===== src/rtl/remap_pkg.sv =====
package remap_pkg;
  localparam int REG_W = 32;
  localparam int OFFS_W = 4;
  localparam logic [OFFS_W-1:0] OFFS_CFG  = 4'h0;
  localparam logic [OFFS_W-1:0] OFFS_SEL  = 4'h4;
  localparam logic [OFFS_W-1:0] OFFS_DATA = 4'h8;
  localparam int VALID_BIT = 31;
endpackage


===== src/rtl/remap_win_decode.sv =====
// Maps an address onto a page index and a window hit, using only page bits.
module remap_win_decode #(
  parameter logic [31:0] BASE = 32'h0,
  parameter int PAGE_BITS = 12,
  parameter int IDX_W = 4
) (
  input  logic [31:0]      addr,
  output logic             hit,
  output logic [IDX_W-1:0] idx
);
  localparam int PN_W = 32 - PAGE_BITS;

  logic [PN_W:0] page_diff;

  always_comb begin
    page_diff = {1'b0, addr[31:PAGE_BITS]} - {1'b0, BASE[31:PAGE_BITS]};
    hit = (page_diff[PN_W:IDX_W] == '0);
    idx = page_diff[IDX_W-1:0];
  end
endmodule


===== src/rtl/remap_table.sv =====
module remap_table #(
  parameter int ENTRIES = 16,
  parameter int PAGE_BITS = 12,
  localparam int IDX_W = $clog2(ENTRIES),
  localparam int FRAME_W = 31 - PAGE_BITS
) (
  input  logic               clk,
  input  logic               rst_n,
  input  logic               we,
  input  logic [IDX_W-1:0]   widx,
  input  logic [31:0]        wdata,
  output logic [31:0]        sel_entry,
  input  logic [IDX_W-1:0]   lk_idx,
  output logic               lk_valid,
  output logic [FRAME_W-1:0] lk_frame
);
  logic [31:0] ent [ENTRIES];

  for (genvar g = 0; g < ENTRIES; g++) begin : g_ent
    always_ff @(posedge clk or negedge rst_n) begin
      if (!rst_n) ent[g] <= '0;
      else if (we && widx == IDX_W'(g)) ent[g] <= wdata;
    end
  end

  always_comb begin
    sel_entry = ent[widx];
    lk_valid  = ent[lk_idx][remap_pkg::VALID_BIT];
    lk_frame  = ent[lk_idx][30:PAGE_BITS];
  end

  // a data write lands in the selected entry
  a_r3_entry_store: assert property (@(posedge clk) disable iff (!rst_n)
    we |=> ent[$past(widx)] == $past(wdata));
endmodule


===== src/rtl/remap_regs.sv =====
module remap_regs
  import remap_pkg::*;
(
  input  logic              clk,
  input  logic              rst_n,
  input  logic              reg_wr,
  input  logic [OFFS_W-1:0] reg_offs,
  input  logic [REG_W-1:0]  reg_wdata,
  output logic [REG_W-1:0]  reg_rdata,
  input  logic              sel_hit,
  input  logic [REG_W-1:0]  sel_entry,
  output logic [REG_W-1:0]  sel_addr,
  output logic              tbl_we,
  output logic              xlat_en
);
  logic [REG_W-1:0] cfg_q;
  logic [REG_W-1:0] sel_q;

  always_ff @(posedge clk or negedge rst_n) begin
    if (!rst_n) begin
      cfg_q <= '0;
      sel_q <= '0;
    end else if (reg_wr) begin
      if (reg_offs == OFFS_CFG) cfg_q <= reg_wdata;
      if (reg_offs == OFFS_SEL) sel_q <= reg_wdata;
    end
  end

  always_comb begin
    tbl_we   = reg_wr && (reg_offs == OFFS_DATA) && sel_hit;
    sel_addr = sel_q;
    xlat_en  = cfg_q[0];
    unique case (reg_offs)
      OFFS_CFG:  reg_rdata = cfg_q;
      OFFS_SEL:  reg_rdata = sel_q;
      OFFS_DATA: reg_rdata = sel_hit ? sel_entry : '0;
      default:   reg_rdata = '0;
    endcase
  end

  // configuration holds the last written word
  a_r2_cfg_write: assert property (@(posedge clk) disable iff (!rst_n)
    (reg_wr && reg_offs == OFFS_CFG) |=> cfg_q == $past(reg_wdata));
  // writes to unknown offsets leave both registers alone
  a_r2_unused_offs: assert property (@(posedge clk) disable iff (!rst_n)
    (reg_wr && reg_offs != OFFS_CFG && reg_offs != OFFS_SEL)
      |=> $stable(cfg_q) && $stable(sel_q));
endmodule


===== src/rtl/remap_lookup.sv =====
module remap_lookup #(
  parameter int PAGE_BITS = 12,
  localparam int FRAME_W = 31 - PAGE_BITS
) (
  input  logic                 clk,
  input  logic                 rst_n,
  input  logic                 xlat_en,
  input  logic                 req_valid,
  output logic                 req_ready,
  input  logic [PAGE_BITS-1:0] req_page_off,
  input  logic                 win_hit,
  input  logic                 ent_valid,
  input  logic [FRAME_W-1:0]   ent_frame,
  output logic                 rsp_valid,
  input  logic                 rsp_ready,
  output logic [31:0]          rsp_addr,
  output logic                 rsp_fault
);
  logic accept;
  logic fault_d;

  always_comb begin
    req_ready = !rsp_valid || rsp_ready;
    accept    = req_valid && req_ready;
    fault_d   = !xlat_en || !win_hit || !ent_valid;
  end

  always_ff @(posedge clk or negedge rst_n) begin
    if (!rst_n) begin
      rsp_valid <= 1'b0;
      rsp_addr  <= '0;
      rsp_fault <= 1'b0;
    end else if (accept) begin
      rsp_valid <= 1'b1;
      rsp_fault <= fault_d;
      rsp_addr  <= fault_d ? '0 : {1'b0, ent_frame, req_page_off};
    end else if (rsp_ready) begin
      rsp_valid <= 1'b0;
    end
  end

  // lookups taken while disabled fault
  a_r6_disabled_fault: assert property (@(posedge clk) disable iff (!rst_n)
    (accept && !xlat_en) |=> rsp_valid && rsp_fault);
  // out-of-window lookups fault, faults carry a zero address
  a_r7_window_fault: assert property (@(posedge clk) disable iff (!rst_n)
    (accept && !win_hit) |=> rsp_fault);
  a_r7_fault_addr_zero: assert property (@(posedge clk) disable iff (!rst_n)
    (rsp_valid && rsp_fault) |-> rsp_addr == '0);
  // output bit 31 is never set
  a_r8_top_bit_clear: assert property (@(posedge clk) disable iff (!rst_n)
    rsp_valid |-> !rsp_addr[31]);
  // a stalled response holds still
  a_r9_hold: assert property (@(posedge clk) disable iff (!rst_n)
    (rsp_valid && !rsp_ready)
      |=> rsp_valid && $stable(rsp_addr) && $stable(rsp_fault));
endmodule


===== src/rtl/aperture_remap_top.sv =====
module aperture_remap_top #(
  parameter logic [31:0] BASE = 32'h0,
  parameter int ENTRIES = 16,
  parameter int PAGE_BITS = 12
) (
  input  logic        clk,
  input  logic        rst_n,
  input  logic        reg_wr,
  input  logic [3:0]  reg_offs,
  input  logic [31:0] reg_wdata,
  output logic [31:0] reg_rdata,
  input  logic        req_valid,
  output logic        req_ready,
  input  logic [31:0] req_addr,
  output logic        rsp_valid,
  input  logic        rsp_ready,
  output logic [31:0] rsp_addr,
  output logic        rsp_fault
);
  localparam int IDX_W = $clog2(ENTRIES);
  localparam int FRAME_W = 31 - PAGE_BITS;

  logic               sel_hit, lk_hit, tbl_we, xlat_en, lk_valid;
  logic [IDX_W-1:0]   sel_idx, lk_idx;
  logic [31:0]        sel_addr, sel_entry;
  logic [FRAME_W-1:0] lk_frame;

  remap_regs u_regs (
    .clk(clk), .rst_n(rst_n), .reg_wr(reg_wr), .reg_offs(reg_offs),
    .reg_wdata(reg_wdata), .reg_rdata(reg_rdata), .sel_hit(sel_hit),
    .sel_entry(sel_entry), .sel_addr(sel_addr), .tbl_we(tbl_we),
    .xlat_en(xlat_en)
  );

  remap_win_decode #(.BASE(BASE), .PAGE_BITS(PAGE_BITS), .IDX_W(IDX_W)) u_sel_dec (
    .addr(sel_addr), .hit(sel_hit), .idx(sel_idx)
  );

  remap_win_decode #(.BASE(BASE), .PAGE_BITS(PAGE_BITS), .IDX_W(IDX_W)) u_lk_dec (
    .addr(req_addr), .hit(lk_hit), .idx(lk_idx)
  );

  remap_table #(.ENTRIES(ENTRIES), .PAGE_BITS(PAGE_BITS)) u_table (
    .clk(clk), .rst_n(rst_n), .we(tbl_we), .widx(sel_idx), .wdata(reg_wdata),
    .sel_entry(sel_entry), .lk_idx(lk_idx), .lk_valid(lk_valid),
    .lk_frame(lk_frame)
  );

  remap_lookup #(.PAGE_BITS(PAGE_BITS)) u_lookup (
    .clk(clk), .rst_n(rst_n), .xlat_en(xlat_en), .req_valid(req_valid),
    .req_ready(req_ready), .req_page_off(req_addr[PAGE_BITS-1:0]),
    .win_hit(lk_hit), .ent_valid(lk_valid), .ent_frame(lk_frame),
    .rsp_valid(rsp_valid), .rsp_ready(rsp_ready), .rsp_addr(rsp_addr),
    .rsp_fault(rsp_fault)
  );
endmodule


===== config.mk =====
export PLATFORM = sky130hd
export DESIGN_NAME = aperture_remap_top
export DESIGN_NICKNAME = d
export VERILOG_FILES = /design/src/rtl/remap_pkg.sv /design/src/rtl/remap_win_decode.sv /design/src/rtl/remap_table.sv /design/src/rtl/remap_regs.sv /design/src/rtl/remap_lookup.sv /design/src/rtl/aperture_remap_top.sv
export SDC_FILE = /design/constraint.sdc
export NUM_CORES = 1
export LEC_CHECK = 0
export BUFFER_PORTS_ARGS = -buffer_cell sky130_fd_sc_hd__buf_2
export CAP_MARGIN = 10
export CORE_MARGIN = 2
export CORE_UTILIZATION = 40
export DETAILED_ROUTE_END_ITERATION = 8
export PLACE_DENSITY = 0.63
export SLEW_MARGIN = 5
export SYNTH_ARGS = -nofsm -noshare
export SYNTH_HDL_FRONTEND = slang
export SYNTH_SLANG_ARGS = --single-unit
export TNS_END_PERCENT = 10

===== constraint.sdc =====
create_clock -name clk -period 4 [get_ports clk]
set_input_delay 0.6 -clock clk [delete_from_list [all_inputs] [get_ports clk]]
set_output_delay 0.6 -clock clk [all_outputs]
set_load 0.02 [all_outputs]

# Yosys cells after proc, flatten, opt, wreduce, memory -nomap -nowiden
# Index checks and enable logic that the tools add are counted.
# op_classes
magnitude_cmp	2
eq_ne	17
n_mux	11
bitwise	2
reduce_logical	33
# ops
cell	n
32-bit binary-select mux with 4-bit select	2
32-bit 2-to-1 mux	5
32-bit one-hot mux with 3 select lines	1
4-bit == test, second input constant	9
17-bit logical NOT	2
31-bit 2-to-1 mux	1
4-bit by 3-bit == test with 1-bit output, second input constant	5
1-bit logical AND	19
5-bit >= comparator, second input constant	2
4-bit NOT with 5-bit output	2
4-bit by 2-bit == test with 1-bit output, second input constant	2
4-bit logical NOT	2
4-bit by 1-bit == test with 1-bit output, second input constant	1
1-bit logical NOT	4
2-bit AND reduction	2
1-bit logical OR	3
1-bit 2-to-1 mux	2
2-bit nonzero test	1
# totals
regBits	610
input_bits	73
out_inout_bits	67
wordCells	86

# Depth between registers and ports, before layout
# Gate-level depths: netlist of run 1.
# logic_depth
depth_word	7
mapped_depth	7
ltp_nobuf	5

# Hierarchy
# A second synthesis of run 1 with hierarchy kept.
# hier_totals
hier_cells	1957
hier_area_um2	29747.3
# by_module_without_submodules
mod	n_inst	cells_per_inst	area_each_um2	seq_area_each_um2
remap_table	1	1575	25094.1	12812.3
remap_regs	1	248	3054.2	1601.5
remap_lookup	1	116	1471.4	825.8
remap_win_decode	2	9	63.8	0.0

# Worst setup path before layout of run 1
# OpenSTA, ideal clock, no wires.
# synth_path
path_type	reg2out
from	register u_regs.sel_q[12], in the netlist u_regs.sel_addr[12]
to	output port reg_rdata[20]
arrival_time_ns	2.336
required_time_ns	3.400
setup_slack_ns	1.064
path_stages_with_launch	8
path_buffers	3
cell_sequence	dfrtp_1 -> clkbuf_1 -> clkbuf_1 -> buf_1 -> mux4_2 -> mux2i_1 -> o21a_1 -> o21ai_0
# synth_via
elab_chain_cells	6
# synth_lines
element	line_no	source
from (decl)	remap_regs.sv:17	logic [REG_W-1:0] sel_q;
from (signal assigned)	remap_regs.sv:25	if (reg_offs == OFFS_SEL) sel_q <= reg_wdata;
4-bit NOT with 5-bit output (not written as such)	remap_table.sv:27	sel_entry = ent[widx];
32-bit binary-select mux with 4-bit select	remap_table.sv:27	
32-bit 2-to-1 mux (not written as such) (2 in series)	remap_table.sv:27	
32-bit 2-to-1 mux	remap_regs.sv:36	OFFS_DATA: reg_rdata = sel_hit ? sel_entry : '0;
32-bit one-hot mux with 3 select lines	remap_regs.sv:33	unique case (reg_offs)
to (decl)	aperture_remap_top.sv:11	output logic [31:0] reg_rdata,
# Every way passes these cells. The select of a mux whose other input is x is not followed.

# Worst setup path after layout of run 1
# layout_path
from	register u_regs.sel_q[12], in the netlist u_regs.sel_addr[12]
to	output port reg_rdata[22]
# The elaborated chain is that of the path after synthesis.

==> impl_metrics.yaml, run 1 <==
run_status:
  outcome: "complete, no violations"
critical_path:
  crit_type: "reg -> out"
  cp_top_family: "flip-flops"
  cp_data_required_time_ns: 3.40
  worst_setup_path_start_kind: "register"
  cpMaxStageDelayCell: "dfrtp_4"
  worstPathCellList: "buf_4 -> mux4_2 -> mux2i_1 -> o21ai_0 -> buf_2"
  worstSetupEndpointType: "primary output"
  crit_fanout: 30
  slowest_delay_ns: 0.87
  worstPathArrival_ns: 3.17
  path_buf_inv: 2
clocking:
  clock_latency_ns: 0.59
  clock-root-buffer: "clkbuf_16"
  cts_num_sinks: 609
  htreeDepth: 3
  cts_hold_buf: 0
  numCtsBuffers: 66
  cts_tree: "built"
  cts.reportedPaths.clkPinSlew_ns: 0.06
  clockBufferDepth: 3
global_routing:
  antenna_found_initial: 5
  grt_pass1_vias: 18800
  grt_max_degree: 115
  grt_use_total_pct: 21.1
  grt-ovfl-total: 0
  grt_pass1_wl_um: 122000
final_layout:
  area_growth_pct: 14.3
  nets: 2072
  layout-drive-gt1-share_pct: 52.1
  utilization_pct: 46.3
routing:
  dr.pass1.iters: 5
  vias: 17700
  wirelength_um: 80100
  drt_first_iter_violations: 1155
  routedWlPerCell_um: 26.6
  drc: 0
  vias_per_cell: 5.89
  ant_nets: 0
sta:
  slew_headroom_pct: 29.5
  whs_ns: 0.0634
  max_freq_mhz: 265
  setup_viol: 0
  hold_viol: 0
  tightest_slew_ns: 1.06
  min_period_ns: 3.77
  clock_skew_ns: 0.0150
  drv_slew: 0
  fin_setup_tns_ns: 0
  grt_setup_unrepaired: "false"
  period_share_pct: 94.3
power:
  p_leak_uw: 0.0161
  irDropWorstVdd_mv: 0.223
  cellPowerDensity_mw_per_mm2: 422
floorplanning:
  die-height_um: 276
  initial_core_util_pct: 40.5
  die_width_um: 276
  dieArea_mm2: 0.0763
  boundaryPins: 140
  core_mm2: 0.0732
  num_rows: 99
synthesis:
  yosys_warnings: 0
  synth-seq-area-share_pct: 51.4
  ys_types: 39
  synth_most_common_cell: "dfrtp_1"
  synth_area_leaders: "dfrtp_1 51%, mux2_2 20%, mux4_2 16%, mux2i_1 2.9%, mux2_1 1.8%"
  syn_inst: 1904
  syn_avg_cell_area_um2: 15.6
  syn_area_mm2: 0.0296
  async_reset_ff_share_pct: 100
  synth_top_area_cell: "dfrtp_1"
  syn-num-nets: 1977
  synth_top_area_share_pct: 51.4
  ys.flop_type: "dfrtp_1"
  synth_edf_count: 0
  synth_seq_cells: 609
  yosys-top-cells-count: "609 x dfrtp_1, 528 x mux2_2, 206 x mux4_2, 91 x clkbuf_1, 87 x mux2i_1"
run:
  cap_violations: 0
place:
  place_congestion: 0.796
  port_buffers: 138
  dp_hpwl_um: 49600
worst_hold_path:
  hold_path.class: "in -> async"
## through the flow
step                area [um^2]  setup slack (ns)  std cells  power [uW]
finish                    33900             0.226       3009       14300
CTS                       33900             0.178       3007       14500
detailed placement        31700             0.422       2890        8230
floorplan                 29600              1.06       1904        7560
global route              33900            0.0164       3007       14900
global placement          31700             0.476       2890        8210
## logic make-up (layout without fill, tap and decap cells)
| family | count (synthesis) | count (layout) | synth area share, % |
|---|---|---|---|
| simple gates | 72 | 72 | 1.53 |
| mux | 869 | 869 | 40.5 |
| flops | 609 | 609 | 51.4 |
| buf+inv | 183 | 327 | 2.57 |
| other cells | 1 | 3 | 0.0127 |
| compound gates | 170 | 170 | 4.01 |
## sequential cells by signal, summed over array words and instances, names as in the netlist
register	flops
u_lookup.rsp_addr	31
u_lookup.rsp_valid	1
u_regs.sel_addr	32
u_table.ent	512
u_regs.cfg_q	32
u_lookup.rsp_fault	1
## worst paths after layout
check | start | end | slack (ns) | cells after the start
max | u_regs.sel_addr[12] | reg_rdata[22] | 0.23 | 5
min | rst_n | u_lookup.rsp_addr[24] | 0.06 | 1
max reg2reg | u_regs.sel_addr[26] | u_table.ent[135] | 0.77 | 5
min reg2reg | u_table.ent[231] | u_table.ent[231] | 0.49 | 1
max in group asynchronous | rst_n | u_regs.sel_addr[13] | 2.71 | 2
min in group clk | req_addr[8] | u_lookup.rsp_addr[8] | 0.22 | 2
## power by group
group	leakage (uW)	switching [uW]	internal, uW
Clock	0.00109	2470	3730
Sequential	0.00839	221	6350
Combinational	0.00659	874	663
## timing repair
action                     4_1_cts  5_1_grt
resized for setup                1        0
setup endpoints to repair       13        0
setup buffers                    0        0
## worst reg2reg max path, delay by kind of cell (launching register included)
| family | cells | cell delay [ns] |
|---|---|---|
| AND/OR/NAND/NOR | 4 | 2.24 |
| multiplexers | 1 | 0.50 |
| flip-flops | 1 | 0.39 |
## routing by layer
| metal | GRT usage (%) | vias up | part of all wire [%] |
|---|---|---|---|
| met5 | 0 | - | 0.031 |
| li1 | - | 7482 | - |
| met1 | 27.8 | 9684 | 42 |
| met2 | 35.8 | 454 | 50 |
| met3 | 4.17 | 107 | 5.4 |
| met4 | 5.86 | 4 | 2.3 |
## layout by cell type, fill, tap and decap left out, drive strengths merged, types with 8 or more instances in the layout
cell	n
a22o	31
a21oi	20
mux4	206
a22oi	32
mux2	576
o21ai	32
mux2i	87
nor2b	20
nor3	8
dfrtp	609
buf	208
o21a	32
clkbuf	106
a211oi	19
## layout make-up
cell class	count	area, um^2
Fill cell	6234	39300
Clock inverter	11	141
Antenna cell	2	5.00
Sequential cell	609	15200
Clock buffer	106	2070
Timing Repair Buffer	208	1490
Tap cell	959	1200
Multi-Input combinational cell	1112	13700
Inverter	2	10.0
No activity file was read; power rests on OpenSTA's default activity.
==> run 2, diff against run 1 <==
--- a/config.mk
+++ b/config.mk
@@ -6,11 +6,13 @@
 export NUM_CORES = 1
 export LEC_CHECK = 0
 export BUFFER_PORTS_ARGS = -buffer_cell sky130_fd_sc_hd__buf_2
-export CAP_MARGIN = 10
+export CAP_MARGIN = 30
+export CORE_ASPECT_RATIO = 0.9
 export CORE_MARGIN = 2
 export CORE_UTILIZATION = 40
 export DETAILED_ROUTE_END_ITERATION = 8
 export PLACE_DENSITY = 0.63
+export REMOVE_ABC_BUFFERS = 1
 export SLEW_MARGIN = 5
 export SYNTH_ARGS = -nofsm -noshare
 export SYNTH_HDL_FRONTEND = slang
==> run 2 against run 1 <==
Net effect: sequential share of layout area fell by 0.15 points; critical path type unchanged; highest routed layer unchanged; critical endpoint is now reg_rdata[20]; sequential power barely moved; sequential cell count did not move; clock skew rose by 0.022 ns.
==> impl_metrics.yaml, run 2 (synthesized netlist as in run 1, its figures left out) <==
global_routing:
  met2_usage_pct: 34.9
  grt_max_degree: 106
  use_met3_pct: 3.15
  use_met1_pct: 30.4
  grt_pass1_vias: 19000
  antenna_found_initial: 2
  grt_pass1_wl_um: 124000
  grt-ovfl-total: 0
  top_usage_layer: "met2"
  grt_use_total_pct: 21.5
critical_path:
  cpMaxStageDelayCell: "dfrtp_1"
  rrSetupSlack_ns: 0.86
  worstPathArrival_ns: 3.18
  cp_data_required_time_ns: 3.40
  worstSetupEndpointType: "primary output"
  cp.depth: 5
  slowest_delay_ns: 0.63
  crit_type: "reg -> out"
  ff2ff_path_depth: 6
  worstPathCellList: "inv_4 -> buf_4 -> mux2i_1 -> o21ai_0 -> buf_2"
  crit_fanout: 31
  reg2reg_from: "u_regs.sel_addr[23]"
  r2r_end: "u_table.ent[154]"
  path_buf_inv: 3
  cp_top_family: "buffers and inverters"
  worst_setup_path_start_kind: "register"
power:
  irDropWorstVdd_mv: 0.278
  p_leak_uw: 0.0161
  cellPowerDensity_mw_per_mm2: 424
final_layout:
  insertedDiodeCount: 0
  final_cell_mix: "607 x dfrtp_1, 528 x mux2_2, 206 x mux4_2"
  layout-drive-gt1-share_pct: 52.5
  nets: 2077
  top_register: "u_table.ent"
  fillers: 6303
  area_growth_pct: 14.7
  largest_reg_flops: 512
  final_common_cell: "dfrtp_1"
  utilization_pct: 46.4
place:
  dp_slack_ns: 0.613
  place_congestion: 0.775
  dp_hpwl_um: 48700
  port_buffers: 138
sta:
  hold_viol: 0
  clock_skew_ns: 0.0373
  min_period_ns: 3.78
  tightest_slew_ns: 1.00
  max_freq_mhz: 264
  period_share_pct: 94.6
  drv_slew: 0
  grt_setup_unrepaired: "false"
  setup_viol: 0
  setup_ws_ns: 0.216
  slew_headroom_pct: 33.2
floorplanning:
  num_rows: 94
  boundaryPins: 140
  die_width_um: 291
  initial_core_util_pct: 40.5
  dieArea_mm2: 0.0763
  die-height_um: 262
  core_mm2: 0.0733
clocking:
  numCtsBuffers: 66
  clockBufferDepth: 3
  cts_tree: "built"
  cts_resized: 0
  clock-root-buffer: "clkbuf_16"
  clock_latency_ns: 0.62
  cts_num_sinks: 609
  cts_hold_buf: 0
  htreeDepth: 3
  cts_setup_buffers: 0
  cts.reportedPaths.clkPinSlew_ns: 0.06
routing:
  drt_first_iter_violations: 1325
  ant_nets: 0
  dr.pass1.iters: 5
  vias_per_cell: 5.92
  routedWlPerCell_um: 26.9
  drc: 0
  vias: 17800
  wirelength_um: 80900
run:
  cap_violations: 0
worst_hold_path:
  hold_path.class: "in -> async"
run_status:
  outcome: "complete, no violations"
-- run 2: routing by layer --
layer | part of all wire (%) | vias to the layer above
li1 | - | 7490
met1 | 45 | 9721
met2 | 48 | 483
met3 | 4.5 | 124
met4 | 2.5 | 4
met5 | 0.033 | -
-- run 2: layout make-up --
type	instances	area, um^2	area share [%]
clock buffers	95	1950	5.75
clock inverters	20	267	0.784
inverters	2	10.0	0.0294
multi-input cells	1112	13700	40.4
flip-flops and latches	609	15200	44.8
well taps	960	1200	3.53
repair buffers	213	1610	4.72
-- run 2: how the worst max path moves through the flow --
stage / from / to / slack [ns]
floorplan: u_regs.sel_addr[12] / u_table.ent[320] / -4.82
global route: u_regs.sel_addr[12] / reg_rdata[26] / 0.04
detailed placement: reg_offs[3] / u_table.ent[154] / 0.61
CTS: u_regs.sel_addr[13] / reg_rdata[26] / 0.05
finish: u_regs.sel_addr[15] / reg_rdata[20] / 0.22
global placement: reg_offs[3] / u_table.ent[135] / 0.56
-- run 2: where the power goes --
part | leakage, uW | total (uW) | switching (uW) | internal, uW
combinational | 0.00665 | 1550 | 876 | 675
clock | 0.00109 | 6300 | 2510 | 3780
sequential | 0.00839 | 6570 | 225 | 6350
-- run 2: stage by stage --
step / setup TNS [ns] / cells / total power, uW / area [um^2] / hold slack (ns)
floorplan: -1871.46 / 1723 / 7510 / 28900 / 0.304
global placement: 0 / 2894 / 8210 / 31700 / 0.468
finish: 0 / 3011 / 14400 / 34000 / 0.0895
CTS: 0 / 3010 / 14600 / 34000 / 0.127
detailed placement: 0 / 2895 / 8250 / 31800 / 0.479
global route: 0 / 3011 / 15000 / 34000 / 0.151
==> run 3, diff against run 2 <==
--- a/config.mk
+++ b/config.mk
@@ -12,7 +12,6 @@
 export CORE_UTILIZATION = 40
 export DETAILED_ROUTE_END_ITERATION = 8
 export PLACE_DENSITY = 0.63
-export REMOVE_ABC_BUFFERS = 1
 export SLEW_MARGIN = 5
 export SYNTH_ARGS = -nofsm -noshare
 export SYNTH_HDL_FRONTEND = slang
==> run 3 against run 2 <==
Net effect: non-clock buffer count up 2; sequential power about the same; critical path depth up 1; power up 0.71%; via count down 0.43%; cell count up 0.27%; utilization up 0.094 points; first-iteration DRC count down 14%; clock skew down 0.020 ns; maximum frequency up 0.49%; setup slack better by 0.018 ns; critical path type unchanged; critical endpoint is now reg_rdata[19]; highest routed layer unchanged.
==> impl_metrics.yaml, run 3 (synthesized netlist as in run 1, its figures left out) <==
clocking:
  cts_num_sinks: 609
  htreeDepth: 3
  cts_hold_buf: 0
  clock_latency_ns: 0.60
  clockBufferDepth: 3
  numCtsBuffers: 69
  cts.reportedPaths.clkPinSlew_ns: 0.06
  clock-root-buffer: "clkbuf_16"
  cts_tree: "built"
critical_path:
  path_buf_inv: 2
  crit_type: "reg -> out"
  r2r_end: "u_table.ent[154]"
  rrSetupSlack_ns: 0.76
  cp_data_required_time_ns: 3.40
  ff2ff_path_depth: 6
  reg2reg_from: "u_regs.sel_addr[24]"
  cpMaxStageDelayCell: "dfrtp_4"
  cp_top_family: "multiplexers"
  worstPathArrival_ns: 3.17
  worstSetupEndpointType: "primary output"
  worstPathCellList: "buf_12 -> mux4_2 -> mux2i_1 -> o21a_1 -> o21ai_0 -> buf_2"
  crit_fanout: 28
  worst_setup_path_start_kind: "register"
  slowest_delay_ns: 0.78
sta:
  period_share_pct: 94.1
  grt_setup_unrepaired: "false"
  max_freq_mhz: 266
  slew_headroom_pct: 33.8
  hold_viol: 0
  setup_viol: 0
  min_period_ns: 3.77
  tightest_slew_ns: 0.993
  fin_setup_tns_ns: 0
  clock_skew_ns: 0.0172
  drv_slew: 0
floorplanning:
  dieArea_mm2: 0.0763
  core_mm2: 0.0733
  num_rows: 94
  initial_core_util_pct: 40.5
  die-height_um: 262
  boundaryPins: 140
  die_width_um: 291
routing:
  wirelength_um: 78500
  vias_per_cell: 5.88
  drc: 0
  ant_nets: 0
  vias: 17700
  drt_first_iter_violations: 1144
  dr.pass1.iters: 5
  routedWlPerCell_um: 26.0
power:
  power.switching_uw: 3570
  cellPowerDensity_mw_per_mm2: 426
  p_sw_share_pct: 24.6
  p_leak_uw: 0.0162
  clock_power_share_pct: 44.4
  comb_power_share_pct: 10.5
  finalPower_uw: 14500
  seqPwrFrac_pct: 45.1
  irDropWorstVdd_mv: 0.207
  p_int_uw: 10900
place:
  port_buffers: 138
  place_inst: 2897
  dpl_cell_area_mm2: 0.0317
  dp_hpwl_um: 49300
  place_congestion: 0.782
global_routing:
  grt_use_total_pct: 20.8
  grt_max_degree: 105
  antenna_found_initial: 7
  grt_pass1_vias: 19000
  grt_pass1_wl_um: 121000
  grt-ovfl-total: 0
final_layout:
  final_common_cell: "dfrtp_1"
  finalInstanceArea_mm2: 0.0341
  final_cell_mix: "607 x dfrtp_1, 528 x mux2_2, 206 x mux4_2"
  register_area_mm2: 0.0152
  final_cell_count_no_fill: 3019
  multi_input_area_mm2: 0.0137
  largest_reg_flops: 512
  layout-drive-gt1-share_pct: 52.6
  nets: 2082
  fillers: 6313
  top_register: "u_table.ent"
  area_growth_pct: 15.0
run:
  cap_violations: 0
worst_hold_path:
  hold_path.class: "in -> async"
run_status:
  outcome: "complete, no violations"
run 3: cell count changes in the layout (fill, tap and decap cells not counted), moves of 2 or more:
cell / previous run / this run
clkbuf_16: 69 / 73
buf_12: 27 / 22
clkbuf_8: 13 / 20
buf_4: 50 / 57
bufinv_16: 6 / 4
clkinv_2: 9 / 7
inv_6: 3 / 0
run 3: worst max-delay path by stage:
stage,start,endpoint,slack [ns],cells past startpoint
floorplan,u_regs.sel_addr[12],reg_rdata[20],1.06,7
global placement,reg_offs[3],reg_rdata[9],0.43,7
detailed placement,reg_offs[3],reg_rdata[9],0.43,7
CTS,u_regs.sel_addr[24],reg_rdata[20],0.09,7
global route,u_regs.sel_addr[24],reg_rdata[31],0.11,7
finish,u_regs.sel_addr[12],reg_rdata[19],0.23,6
run 3: power groups by stage:
| stage | Clock, uW | Combinational (uW) | Sequential [uW] |
|---|---|---|---|
| floorplan | 0 | 1030 | 6530 |
| global placement | 0 | 1520 | 6650 |
| detailed placement | 0 | 1540 | 6660 |
| CTS | 6620 | 1550 | 6550 |
| global route | 6860 | 1640 | 6580 |
| finish | 6450 | 1520 | 6550 |
run 3: metal layers:
metal	global-route usage (%)	share of wire, %	up-vias	routed length (um)
met1	28.2	44	9639	34400
met5	0	0.053	-	42
li1	-	-	7493	-
met2	33.8	48	478	37500
met3	4.68	6.1	125	4780
met4	5.98	2.3	10	1790
run 3: worst reg2reg max path: cells and delay by family, from the launching register on:
family,cells,cell delay (ns)
buffers and inverters,1,0.33
flip-flops,1,0.43
AND/OR/NAND/NOR,4,2.02
multiplexers,1,0.34
run 3: final cells by class:
cell class / count / area share [%]
Antenna cell: 1 / 0.00734
Multi-Input combinational cell: 1112 / 40.3
Clock buffer: 106 / 6.31
Inverter: 2 / 0.0294
Sequential cell: 609 / 44.7
Clock inverter: 14 / 0.525
Timing Repair Buffer: 215 / 4.57
Tap cell: 960 / 3.52
run 3: metrics by stage:
stage          utilization, %  setup slack, ns  hold WS, ns
2_1_floorplan               -             1.06        0.304
3_3_place_gp             43.3            0.427        0.468
3_5_place_dp             43.3            0.433        0.478
4_1_cts                  46.5           0.0878        0.116
5_1_grt                  46.5            0.114        0.145
6_report                 46.5            0.234       0.0858
run 3: repair_timing:
item,4_1_cts,5_1_grt
pin swaps,1,0
gates resized for setup,0,1
endpoints found under the setup margin,1,19
buffers inserted,1,0
